$ cat config.mk
export PLATFORM = sky130hd
export DESIGN_NAME = irqc_top
export DESIGN_NICKNAME = d
export VERILOG_FILES = /design/src/rtl/irqc_pkg.sv /design/src/rtl/irqc_rst_sync.sv /design/src/rtl/irqc_lsb_enc.sv /design/src/rtl/irqc_bank.sv /design/src/rtl/irqc_regif.sv /design/src/rtl/irqc_top.sv
export SDC_FILE = /design/constraint.sdc
export NUM_CORES = 1
export LEC_CHECK = 0
export BUFFER_PORTS_ARGS = -buffer_cell sky130_fd_sc_hd__buf_2
export CORE_ASPECT_RATIO = 1.1
export CORE_MARGIN = 5
export CORE_UTILIZATION = 35
export CTS_CLUSTER_DIAMETER = 30
export DETAILED_ROUTE_END_ITERATION = 10
export PLACE_DENSITY = 0.64
export SYNTH_ARGS = -nofsm -noshare
export SYNTH_HDL_FRONTEND = slang
export SYNTH_HIERARCHICAL = 1
export SYNTH_SLANG_ARGS = --single-unit
$ cat constraint.sdc
create_clock -name clk -period 9 [get_ports clk]
set_input_delay 1.8 -clock clk [delete_from_list [all_inputs] [get_ports clk]]
set_output_delay 1.8 -clock clk [all_outputs]
set_load 0.005 [all_outputs]
$ cat src/rtl/irqc_pkg.sv
package irqc_pkg;
  localparam int unsigned BANK_W      = 32;
  localparam int unsigned NBANK       = 2;
  localparam int unsigned ADDR_W      = 8;
  localparam int unsigned OFS_CLR     = 'h00;
  localparam int unsigned OFS_EN      = 'h10;
  localparam int unsigned OFS_STAT    = 'h18;
  localparam int unsigned BANK_STRIDE = 4;

  typedef enum logic [1:0] {
    RK_NONE = 2'd0,
    RK_FLAG = 2'd1,
    RK_EN   = 2'd2,
    RK_STAT = 2'd3
  } reg_kind_e;
endpackage

$ cat src/rtl/irqc_rst_sync.sv
module irqc_rst_sync #(
  parameter int unsigned STAGES = 2
) (
  input  logic clk,
  input  logic rst_n_i,
  output logic rst_n_o
);
  logic [STAGES-1:0] sh_q;
  logic [STAGES-1:0] sh_d;

  always_comb begin
    sh_d = {sh_q[STAGES-2:0], 1'b1};
  end

  always_ff @(posedge clk or negedge rst_n_i) begin
    if (!rst_n_i) sh_q <= '0;
    else          sh_q <= sh_d;
  end

  assign rst_n_o = sh_q[STAGES-1];
endmodule

$ cat src/rtl/irqc_lsb_enc.sv
module irqc_lsb_enc #(
  parameter int unsigned W  = 32,
  localparam int unsigned IW = $clog2(W)
) (
  input  logic [W-1:0]  vec_i,
  output logic [IW-1:0] idx_o,
  output logic          any_o
);
  always_comb begin
    idx_o = '0;
    for (int i = W - 1; i >= 0; i--) begin
      if (vec_i[i]) idx_o = IW'(i);
    end
  end

  assign any_o = |vec_i;
endmodule

$ cat src/rtl/irqc_bank.sv
module irqc_bank #(
  parameter int unsigned W = 32
) (
  input  logic         clk,
  input  logic         rst_n,
  input  logic [W-1:0] src_i,
  input  logic         clr_we_i,
  input  logic         en_we_i,
  input  logic [W-1:0] wdata_i,
  output logic [W-1:0] flag_o,
  output logic [W-1:0] en_o,
  output logic [W-1:0] stat_o
);
  logic [W-1:0] flag_q, flag_d;
  logic [W-1:0] en_q, en_d;
  logic [W-1:0] clr_mask;

  always_comb begin
    clr_mask = clr_we_i ? wdata_i : '0;
    flag_d   = (flag_q & ~clr_mask) | src_i;
    en_d     = wdata_i;
  end

  always_ff @(posedge clk or negedge rst_n) begin
    if (!rst_n) flag_q <= '0;
    else        flag_q <= flag_d;
  end

  always_ff @(posedge clk or negedge rst_n) begin
    if (!rst_n)       en_q <= '0;
    else if (en_we_i) en_q <= en_d;
  end

  assign flag_o = flag_q;
  assign en_o   = en_q;
  assign stat_o = flag_q & en_q;

  p_latch_r2: assert property (@(posedge clk) disable iff (!rst_n)
    (src_i != '0) |=> ((flag_q & $past(src_i)) == $past(src_i)));

  p_ack_clears_r3: assert property (@(posedge clk) disable iff (!rst_n)
    clr_we_i |=> ((flag_q & $past(wdata_i) & ~$past(src_i)) == '0));

  p_flag_keep_r3: assert property (@(posedge clk) disable iff (!rst_n)
    !clr_we_i |=> ((flag_q & $past(flag_q)) == $past(flag_q)));

  p_en_hold_r5: assert property (@(posedge clk) disable iff (!rst_n)
    !en_we_i |=> (en_q == $past(en_q)));
endmodule

$ cat src/rtl/irqc_regif.sv
module irqc_regif
  import irqc_pkg::*;
#(
  parameter int unsigned W  = 32,
  parameter int unsigned AW = 8,
  parameter int unsigned NB = 2
) (
  input  logic            clk,
  input  logic            rst_n,
  input  logic            sel_i,
  input  logic            wr_i,
  input  logic [AW-1:0]   addr_i,
  input  logic [W-1:0]    wdata_i,
  input  logic [NB*W-1:0] flag_i,
  input  logic [NB*W-1:0] en_i,
  input  logic [NB*W-1:0] stat_i,
  output logic [NB-1:0]   clr_we_o,
  output logic [NB-1:0]   en_we_o,
  output logic [W-1:0]    rdata_o
);
  reg_kind_e       kind [NB];
  logic [NB-1:0]   hit;
  logic            wr_acc, rd_acc;

  assign wr_acc = sel_i && wr_i;
  assign rd_acc = sel_i && !wr_i;

  for (genvar b = 0; b < NB; b++) begin : g_dec
    localparam logic [AW-1:0] A_CLR  = AW'(OFS_CLR  + BANK_STRIDE * b);
    localparam logic [AW-1:0] A_EN   = AW'(OFS_EN   + BANK_STRIDE * b);
    localparam logic [AW-1:0] A_STAT = AW'(OFS_STAT + BANK_STRIDE * b);

    always_comb begin
      if (addr_i == A_CLR)       kind[b] = RK_FLAG;
      else if (addr_i == A_EN)   kind[b] = RK_EN;
      else if (addr_i == A_STAT) kind[b] = RK_STAT;
      else                       kind[b] = RK_NONE;
    end

    assign hit[b]      = (kind[b] != RK_NONE);
    assign clr_we_o[b] = wr_acc && (kind[b] == RK_FLAG);
    assign en_we_o[b]  = wr_acc && (kind[b] == RK_EN);
  end

  always_comb begin
    rdata_o = '0;
    if (rd_acc) begin
      for (int b = 0; b < NB; b++) begin
        case (kind[b])
          RK_FLAG: rdata_o = flag_i[b*W +: W];
          RK_EN:   rdata_o = en_i[b*W +: W];
          RK_STAT: rdata_o = stat_i[b*W +: W];
          default: ;
        endcase
      end
    end
  end

  p_one_strobe_r9: assert property (@(posedge clk) disable iff (!rst_n)
    $onehot0({clr_we_o, en_we_o}));

  p_ro_write_r9: assert property (@(posedge clk) disable iff (!rst_n)
    (wr_acc && (hit == '0)) |-> ((clr_we_o == '0) && (en_we_o == '0)));

  p_unmapped_read_r9: assert property (@(posedge clk) disable iff (!rst_n)
    (rd_acc && (hit == '0)) |-> (rdata_o == '0));
endmodule

$ cat src/rtl/irqc_top.sv
module irqc_top
  import irqc_pkg::*;
#(
  parameter int unsigned BW  = BANK_W,
  parameter int unsigned AW  = ADDR_W,
  localparam int unsigned NB = NBANK,
  localparam int unsigned SN = NB * BW,
  localparam int unsigned LW = $clog2(BW),
  localparam int unsigned IW = $clog2(SN) + 1
) (
  input  logic          clk,
  input  logic          rst_n,
  input  logic [SN-1:0] src_i,
  input  logic          bus_sel_i,
  input  logic          bus_wr_i,
  input  logic [AW-1:0] bus_addr_i,
  input  logic [BW-1:0] bus_wdata_i,
  output logic [BW-1:0] bus_rdata_o,
  output logic          irq_o,
  output logic [IW-1:0] idx_o,
  output logic          idx_vld_o
);
  logic          rst_n_s;
  logic [SN-1:0] flag_all, en_all, stat_all;
  logic [NB-1:0] clr_we, en_we;
  logic [LW-1:0] b_idx [NB];
  logic [NB-1:0] b_any;

  irqc_rst_sync #(.STAGES(2)) i_rst_sync (
    .clk     (clk),
    .rst_n_i (rst_n),
    .rst_n_o (rst_n_s)
  );

  irqc_regif #(.W(BW), .AW(AW), .NB(NB)) i_regif (
    .clk      (clk),
    .rst_n    (rst_n_s),
    .sel_i    (bus_sel_i),
    .wr_i     (bus_wr_i),
    .addr_i   (bus_addr_i),
    .wdata_i  (bus_wdata_i),
    .flag_i   (flag_all),
    .en_i     (en_all),
    .stat_i   (stat_all),
    .clr_we_o (clr_we),
    .en_we_o  (en_we),
    .rdata_o  (bus_rdata_o)
  );

  for (genvar b = 0; b < NB; b++) begin : g_bank
    irqc_bank #(.W(BW)) i_bank (
      .clk      (clk),
      .rst_n    (rst_n_s),
      .src_i    (src_i[b*BW +: BW]),
      .clr_we_i (clr_we[b]),
      .en_we_i  (en_we[b]),
      .wdata_i  (bus_wdata_i),
      .flag_o   (flag_all[b*BW +: BW]),
      .en_o     (en_all[b*BW +: BW]),
      .stat_o   (stat_all[b*BW +: BW])
    );

    irqc_lsb_enc #(.W(BW)) i_enc (
      .vec_i (stat_all[b*BW +: BW]),
      .idx_o (b_idx[b]),
      .any_o (b_any[b])
    );
  end

  // Bank 0 outranks bank 1
  always_comb begin
    idx_o = '0;
    if (b_any[0])      idx_o = IW'(b_idx[0]);
    else if (b_any[1]) idx_o = IW'(b_idx[1]) + IW'(BW);
  end

  assign idx_vld_o = |b_any;
  assign irq_o     = |stat_all;

  p_vld_irq_r7: assert property (@(posedge clk) disable iff (!rst_n_s)
    irq_o == idx_vld_o);

  p_idx_lo_r8: assert property (@(posedge clk) disable iff (!rst_n_s)
    (idx_vld_o && (idx_o < IW'(BW))) |-> stat_all[idx_o[LW-1:0]]);

  p_idx_hi_r8: assert property (@(posedge clk) disable iff (!rst_n_s)
    (idx_vld_o && (idx_o >= IW'(BW))) |->
      ((stat_all[BW-1:0] == '0) && stat_all[BW + int'(idx_o[LW-1:0])]));

  p_idx_idle_r8: assert property (@(posedge clk) disable iff (!rst_n_s)
    !idx_vld_o |-> (idx_o == '0));

  p_reset_quiet_r1: assert property (@(posedge clk)
    !rst_n_s |-> (!irq_o && !idx_vld_o));
endmodule

==> impl_metrics.env <==
export IMPL_status="complete, no violations"
export IMPL_clock_path_buffers=2
export IMPL_ys_top_cells_by_area="dfrtp_1 (40%), mux2_4 (11%), nand2_1 (7.4%), a21o_1 (6.1%), and2_1 (5.1%)"
export IMPL_yosysTopAreaCellShare=0.3998
export IMPL_hp_start="i_rst_sync/sh_q[0]"
export IMPL_rows=58
export IMPL_ff2ff_setup_slack_ps=7130
export IMPL_synth_xor_area_frac=0
export IMPL_synth_simple_area_share=0.2074
export IMPL_end_kind="output port"
export IMPL_fin_util=0.4209
export IMPL_dpl_cell_count=1247
export IMPL_tightestPinTransition_ps=941.7
export IMPL_drive_above_1_share=0.3139
export IMPL_ys_seq_elements=130
export IMPL_post_cts_setup_buffer_count=0
export IMPL_crit_arrival_ps=4070
export IMPL_worst_setup_path_start_kind="input port"
export IMPL_min_path_cells=0
export IMPL_synth_main_ff_cell="dfrtp_1"
export IMPL_core_um2=22860
export IMPL_gp_congestion=0.8966
export IMPL_reg2reg_from="i_rst_sync/sh_q[1]"
export IMPL_drv_cap=0
export IMPL_antenna_cells=0
export IMPL_clkSlewWorstSetupHoldPaths_ps=60
export IMPL_worstSetupPathType="input port to output port"
export IMPL_grt_pass1_wl_um=39160
export IMPL_powerDensity_nw_per_um2=155.8
export IMPL_post_route_period_util=0.6525
export IMPL_design_die_area_um2=26400
export IMPL_fin_hold_ws_ps=349.5
export IMPL_worstReg2RegEnd="g_bank[1].i_bank/en_o[23]"
export IMPL_cp_max_fo=44
export IMPL_synthTopCellsByCount="nand2_1 (161), dfrtp_1 (130), a21o_1 (66), and2_1 (66), mux2_4 (60)"
export IMPL_ios=149
export IMPL_reg2reg_depth=1
export IMPL_finalSetupTns_ps=0
export IMPL_n_fill_cell=2224
export IMPL_synth_nets=946
export IMPL_die_h_um=169.9
export IMPL_synth_fa_ha_area_frac=0
export IMPL_period_needed_ps=5873
export IMPL_wl_um=25220
export IMPL_whs_endpoint="i_rst_sync/sh_q[1]"
export IMPL_postRouteAntennaNets=0
export IMPL_die_width_um=155.4
export IMPL_postSynth_asyncResetShare=1.000
export IMPL_slew_violations=0
export IMPL_cts_sinks=130
export IMPL_yosysMostFrequentCell="nand2_1"
export IMPL_area_growth_pct=18.22
export IMPL_grt_remaining_overflow=0
export IMPL_h_tree_depth=4
export IMPL_cts_made_buffers=17
export IMPL_fin_ws_ps=3127
export IMPL_slew_headroom=0.3715
export IMPL_portBuffers=147
export IMPL_cts_tree="done"
export IMPL_grt_use_total=0.1899
export IMPL_syn_inst=838
export IMPL_viasPerCell=5.414
export IMPL_hold_viol=0
export IMPL_cts_resized_gates=0
export IMPL_drc=0
export IMPL_grt_max_degree=72
export IMPL_ctsRootBufferMaster="clkbuf_16"
export IMPL_vias=6919
export IMPL_antenna_found_initial=0
export IMPL_cellLeakagePower_uw=0.004013
export IMPL_synth_edf_count=0
export IMPL_setup_viol=0
export IMPL_wire_per_inst_um=19.74
export IMPL_ys_seq_area_frac=0.3998
export IMPL_postCtsHoldBufs=0
export IMPL_grt_pass1_vias=6986
export IMPL_drt_iter0_markers=439
export IMPL_yosysWarnings=6
export IMPL_pre_cts_ws_ps=3156
export IMPL_firstDrtPassIters=5
export IMPL_syn_area_um2=8138
export IMPL_grt_setup_unrepaired="no"
export IMPL_synth_top_family_by_area="simple AND/OR/NAND/NOR gates"
export IMPL_required_ps=7200
export IMPL_skew_ps=6.928
export IMPL_synthMuxAreaShare=0.1679
export IMPL_synth_top_area_cell="dfrtp_1"
export IMPL_peakVddDrop_uv=107.5
export IMPL_start_util=0.3560
export IMPL_fin_nets=1074
export IMPL_hold_path_class="register to register"
export IMPL_fin_cells=1278
export IMPL_synth_compound_area_share=0.1796
export IMPL_yosys_cell_types_count=47
export IMPL_synth_area_per_cell_um2=9.711
export IMPL_insertion_delay_ps=410
export IMPL_dp_hpwl_um=18070
export IMPL_fmax_mhz=170.3
-- kinds of logic after synthesis --
logic type	Yosys count
flops	130
mux	102
other cells	2
simple gates	334
buf+inv	61
compound gates	209
-- sequential cells by signal, indices dropped and copies added (netlist names) --
signal	flops
g_bank.i_bank/en_o	64
g_bank.i_bank/flag_o	64
i_rst_sync/sh_q	2
-- power breakdown --
part	leakage, uW	total, uW	switching (uW)	internal (uW)
combinational	0.00227	221	127	94.1
clock	0.000271	674	272	402
sequential	0.00147	604	10.9	593
-- cell usage in the layout (no fill, tap or decap), types with 6 or more instances in the layout --
cell	netlist	final
nor2_1	23	20
mux2_4	60	60
clkbuf_16	0	17
nand4_1	6	6
nor3_1	11	11
a31oi_1	26	26
a21oi_1	20	20
buf_2	13	146
mux2_2	36	36
o221ai_1	30	30
o21ai_0	33	33
mux2i_1	6	6
nor4_1	31	29
o31ai_1	12	12
and2_1	66	66
buf_4	1	11
dfrtp_1	130	129
nand2_1	161	161
inv_1	13	13
a21o_1	66	66
-- worst max path at each step --
stage / from / end / slack (ps) / cells after the start
after floorplan: bus_addr_i[1] / bus_rdata_o[11] / 4070 / 6
after global placement: bus_addr_i[4] / bus_rdata_o[31] / 3200 / 6
after detailed placement: bus_addr_i[4] / bus_rdata_o[31] / 3160 / 6
after CTS: bus_addr_i[4] / bus_rdata_o[31] / 3140 / 6
after global routing: bus_addr_i[4] / bus_rdata_o[8] / 2970 / 6
final: bus_addr_i[4] / bus_rdata_o[31] / 3130 / 6
-- routing by layer --
metal	track usage	part of all wire	wire length, um
met4	0.05596	0.014	359
met2	0.3158	0.48	12230
met5	0	0	0
met1	0.2564	0.46	11560
met3	0.03001	0.043	1077
-- critical path, stage by stage --
cell,delay [ps]
buf_2,680
nand2_1,650
buf_4,430
o22a_1,190
o311a_1,150
buf_2,140
-- stage by stage --
stage / area [um2] / total power, uW
final: 9620 / 1498
after global routing: 9620 / 1561
after CTS: 9620 / 1515
after detailed placement: 9049 / 833.7
after global placement: 9049 / 831.2
after floorplan: 8138 / 743.7
-- final cells by class --
class / count / area [um2] / share of cell area
Clock buffer: 20 / 466.7 / 0.04851
Clock inverter: 11 / 105.1 / 0.01092
Inverter: 13 / 48.80 / 0.005072
Sequential cell: 130 / 3257 / 0.3385
Tap cell: 300 / 375.4 / 0.03902
Timing Repair Buffer: 157 / 813.3 / 0.08454
Multi-Input combinational cell: 647 / 4554 / 0.4734
Power figures use the tool's default switching activity.
